<file path="config.mk">
export PLATFORM = sky130hd
export DESIGN_NAME = pci_win_decode
export DESIGN_NICKNAME = d
export VERILOG_FILES = /design/src/rtl/pci_win_pkg.sv /design/src/rtl/win_cmp.sv /design/src/rtl/target_sel.sv /design/src/rtl/pci_win_decode.sv
export SDC_FILE = /design/constraint.sdc
export NUM_CORES = 1
export LEC_CHECK = 0
export ABC_CLOCK_PERIOD_IN_PS = 1450
export BUFFER_PORTS_ARGS = -buffer_cell sky130_fd_sc_hd__buf_2
export CAP_MARGIN = 30
export CELL_PAD_IN_SITES_DETAIL_PLACEMENT = 1
export CELL_PAD_IN_SITES_GLOBAL_PLACEMENT = 1
export CORE_UTILIZATION = 10
export DETAILED_ROUTE_END_ITERATION = 7
export GPL_TIMING_DRIVEN = 0
export PLACE_DENSITY_LB_ADDON = 0.08
export SYNTH_ARGS = -nofsm -noshare
export SYNTH_HDL_FRONTEND = slang
export SYNTH_SLANG_ARGS = --single-unit
</file>
<file path="constraint.sdc">
create_clock -name vclk -period 1.45
set_input_delay 0 -clock vclk [all_inputs]
set_output_delay 0 -clock vclk [all_outputs]
set_load 0.05 [all_outputs]
</file>
<file path="src/rtl/pci_win_pkg.sv">
package pci_win_pkg;

    typedef enum logic [1:0] {
        OVR_OFF  = 2'b00,
        OVR_1G   = 2'b01,
        OVR_2G   = 2'b10,
        OVR_RSVD = 2'b11
    } ovr_mode_e;

    typedef struct packed {
        logic mem0;
        logic mem1;
        logic none;
    } target_t;

endpackage

</file>
<file path="src/rtl/win_cmp.sv">
// Compares the top CMP_BITS of an address with the top bits of a decode register.
module win_cmp #(
    parameter int CMP_BITS = 4
) (
    input  logic [CMP_BITS-1:0] addr_top,
    input  logic [CMP_BITS-1:0] base_top,
    output logic                match
);
    always_comb begin
        match = (addr_top == base_top);
    end
endmodule

</file>
<file path="src/rtl/target_sel.sv">
// Applies the override mode, the fallback and the Mem0 priority.
module target_sel
    import pci_win_pkg::*;
(
    input  ovr_mode_e mode,
    input  logic      norm0,
    input  logic      norm1,
    input  logic      ovr1g,
    input  logic      ovr2g,
    output target_t   tgt
);
    target_t tgt_d;
    logic    ovr_on;
    logic    ovr_hit;

    always_comb begin
        ovr_on  = (mode == OVR_1G) || (mode == OVR_2G);
        ovr_hit = (mode == OVR_1G) ? ovr1g : ovr2g;
        tgt_d   = '0;
        if (ovr_on) begin
            tgt_d.mem0 = ovr_hit;
        end else begin
            tgt_d.mem0 = norm0;
        end
        tgt_d.mem1 = !tgt_d.mem0 && norm1;
        tgt_d.none = !tgt_d.mem0 && !tgt_d.mem1;
        tgt = tgt_d;
    end

    always_comb begin
        if ((mode == OVR_OFF || mode == OVR_RSVD) && norm0 && norm1)
            assert_mem0_priority_R3: assert (tgt.mem0 && !tgt.mem1)
                else $error("R3 priority violated");
        if (ovr_on && !ovr_hit)
            assert_fallback_R7: assert (!tgt.mem0 && (tgt.mem1 == norm1))
                else $error("R7 fallback violated");
        if (tgt.none)
            assert_no_target_R4: assert (!norm1 || (ovr_on && ovr_hit))
                else $error("R4 no-target while Mem1 matches");
    end
endmodule

</file>
<file path="src/rtl/pci_win_decode.sv">
module pci_win_decode
    import pci_win_pkg::*;
#(
    parameter int ADDR_W  = 32,
    parameter int REG_W   = 11,
    parameter int WIN_BITS = 4
) (
    input  logic [ADDR_W-1:0] cpu_addr,
    input  logic [1:0]        ovr_mode,
    input  logic [REG_W-1:0]  mem0_base,
    input  logic [REG_W-1:0]  mem1_base,
    output logic              hit_mem0,
    output logic              hit_mem1,
    output logic              hit_none
);
    localparam int NUM_WIN = 2;
    localparam int A_LO    = ADDR_W - WIN_BITS;
    localparam int R_LO    = REG_W - WIN_BITS;

    logic [REG_W-1:0] bases [NUM_WIN];
    logic [NUM_WIN-1:0] norm;
    logic ovr1g, ovr2g;
    target_t tgt;

    assign bases[0] = mem0_base;
    assign bases[1] = mem1_base;

    generate
        for (genvar w = 0; w < NUM_WIN; w++) begin : g_win
            win_cmp #(.CMP_BITS(WIN_BITS)) u_norm (
                .addr_top(cpu_addr[ADDR_W-1:A_LO]),
                .base_top(bases[w][REG_W-1:R_LO]),
                .match   (norm[w])
            );
        end
    endgenerate

    win_cmp #(.CMP_BITS(2)) u_ovr1g (
        .addr_top(cpu_addr[ADDR_W-1:ADDR_W-2]),
        .base_top(mem0_base[REG_W-1:REG_W-2]),
        .match   (ovr1g)
    );

    win_cmp #(.CMP_BITS(1)) u_ovr2g (
        .addr_top(cpu_addr[ADDR_W-1:ADDR_W-1]),
        .base_top(mem0_base[REG_W-1:REG_W-1]),
        .match   (ovr2g)
    );

    target_sel u_sel (
        .mode (ovr_mode_e'(ovr_mode)),
        .norm0(norm[0]),
        .norm1(norm[1]),
        .ovr1g(ovr1g),
        .ovr2g(ovr2g),
        .tgt  (tgt)
    );

    assign hit_mem0 = tgt.mem0;
    assign hit_mem1 = tgt.mem1;
    assign hit_none = tgt.none;

    logic unused_bits;
    assign unused_bits = ^{cpu_addr[A_LO-1:0], mem0_base[R_LO-1:0], mem1_base[R_LO-1:0]};

    always_comb begin
        assert_onehot_R9: assert ($onehot({hit_mem0, hit_mem1, hit_none}))
            else $error("R9 target not one-hot");
        if (ovr_mode == 2'b01 && hit_mem0)
            assert_ovr_1g_R5: assert (cpu_addr[ADDR_W-1:ADDR_W-2] == mem0_base[REG_W-1:REG_W-2])
                else $error("R5 1G override mismatch");
        if (ovr_mode == 2'b10 && hit_mem0)
            assert_ovr_2g_R6: assert (cpu_addr[ADDR_W-1] == mem0_base[REG_W-1])
                else $error("R6 2G override mismatch");
    end
endmodule

</file>
==> impl_metrics.json <==
{
  "worstPathArrival_ns": 1.17,
  "mostFrequentLayoutCell": "buf_2",
  "outcome": "finished clean",
  "fmax_mhz": 852,
  "register_area_um2": 0,
  "ant_nets": 0,
  "vias_per_cell": 3.52,
  "yosysSeqAreaShare_pct": 0,
  "vias": 169,
  "syn_nets": 74,
  "tightest_slew_ns": 0.249,
  "yosysWarnings": 0,
  "maxCapViolCount": 0,
  "multiInputGateArea_um2": 128,
  "p_per_area_nw_per_um2": 452,
  "synthesis.area_um2": 131,
  "hold_class": "input port to primary output",
  "irDropWorstVdd_v": 0.000102,
  "final_nets": 93,
  "syn_to_final_growth_pct": 78.1,
  "drtIter0Drc": 1,
  "hold_buffers": 0,
  "drive_above_1_share_pct": 52.9,
  "finalSetupTns_ns": 0,
  "grt_usage_pct": 5.31,
  "end_kind": "primary output",
  "crit_type": "input port to primary output",
  "period_minus_slack_ns": 1.17,
  "setup_viol": 0,
  "cts.repair.resized": 0,
  "ios": 59,
  "diodes": 0,
  "antenna_found_initial": 0,
  "whs_endpoint": "hit_mem1",
  "rows": 12,
  "synth_cell_types": 11,
  "fin_area_um2": 234,
  "syn_area_per_cell_um2": 7.73,
  "core_um2": 1160,
  "maxSlewViolCount": 0,
  "syn_inst": 17,
  "drcViolationCount": 0,
  "period_share_pct": 81.0,
  "rsz0062_at_grt": "no",
  "drt-wirelength-per-cell_um": 7.65,
  "die_w_um": 38.2,
  "grt_max_degree": 4,
  "placed_area_um2": 234,
  "seq_cells": 0,
  "dieArea_um2": 1460,
  "die_h_um": 38.2,
  "required_ns": 1.45,
  "relSlewSlack_pct": 83.5,
  "mostFrequentLayoutCells": "buf_2 (17), xor2_1 (4), xnor2_1 (4)",
  "initial_core_util_pct": 11.4,
  "place.gp.congestion": 0.525,
  "critPathLaunchType": "input port",
  "grt_pass1_vias": 170,
  "dr.pass1.iters": 2,
  "worstPathMaxFanout": 3,
  "hp-start": "mem1_base[8]",
  "finalHoldViolCount": 0,
  "n_fill_cell": 150,
  "cellLeakagePower_uw": 0.000121,
  "portBuffers": 17,
  "min_delay_path_depth": 5,
  "wirelength_um": 367,
  "grt_overflow": 0,
  "post_cts_buffers": 0,
  "clockBufferCount": 0,
  "grt_pass1_wl_um": 593
}
-- final cells by class --
class              instances  area share, %
inverters                  1           1.60
multi-input cells         16           54.5
well taps                 14           7.49
repair buffers            17           36.4
-- worst max-delay path by stage --
stage | start | end | slack (ns) | depth (start not counted)
floorplan | ovr_mode[1] | hit_mem1 | 0.24 | 5
global placement | ovr_mode[0] | hit_mem0 | 0.28 | 6
detailed placement | ovr_mode[0] | hit_mem0 | 0.26 | 6
CTS | ovr_mode[0] | hit_mem0 | 0.26 | 6
global route | ovr_mode[0] | hit_mem0 | 0.20 | 6
finish | ovr_mode[0] | hit_mem0 | 0.28 | 6
-- cell usage after synthesis --
cell | instances | area share [%]
a21boi_1 | 1 | 5.7
a21oi_1 | 1 | 3.8
a21oi_2 | 1 | 6.7
and2_1 | 1 | 4.8
ha_1 | 1 | 9.5
inv_1 | 1 | 2.9
nand4_1 | 1 | 4.8
o21ai_1 | 1 | 3.8
or2_1 | 1 | 4.8
xnor2_1 | 4 | 27
xor2_1 | 4 | 27
-- layer usage --
metal | part of all wire, % | GRT usage, % | vias to the layer above
met5 | 0 | 0 | -
li1 | - | - | 91
met3 | 12 | 0 | 0
met1 | 46 | 7.64 | 67
met2 | 42 | 9.32 | 11
met4 | 0 | 0 | 0
-- power breakdown --
part | internal [µW] | switching [µW]
combinational | 41.1 | 64.5
sequential | 0 | 0
clock | 0 | 0
-- through the flow --
| step | power (µW) | instances | hold WS (ns) | worst slack (ns) | utilization (%) |
|---|---|---|---|---|---|
| 2_1_floorplan | 69.6 | 17 | 0.302 | 0.236 | - |
| 3_3_place_gp | 106 | 48 | 0.480 | 0.282 | 20.2 |
| 3_5_place_dp | 108 | 48 | 0.486 | 0.260 | 20.2 |
| 4_1_cts | 108 | 48 | 0.487 | 0.258 | 20.2 |
| 5_1_grt | 115 | 48 | 0.523 | 0.198 | 20.2 |
| 6_report | 106 | 48 | 0.477 | 0.276 | 20.2 |
-- worst max-delay path, cell delays in order --
cell and delay (ns):
buf_2 0.10, ha_1 0.29, or2_1 0.22, a21oi_2 0.16, and2_1 0.14, buf_2 0.25
-- cells by family after synthesis --
logic type	count (synthesis)	share of synthesized area [%]
xor gates and xnor gates	8	53.3
and+or+nand+nor	3	14.3
buffers and inverters	1	2.85
adders and majority gates	1	9.52
AOI/OAI and AO/OA	4	20.0
No activity file was read; power rests on OpenSTA's default activity.
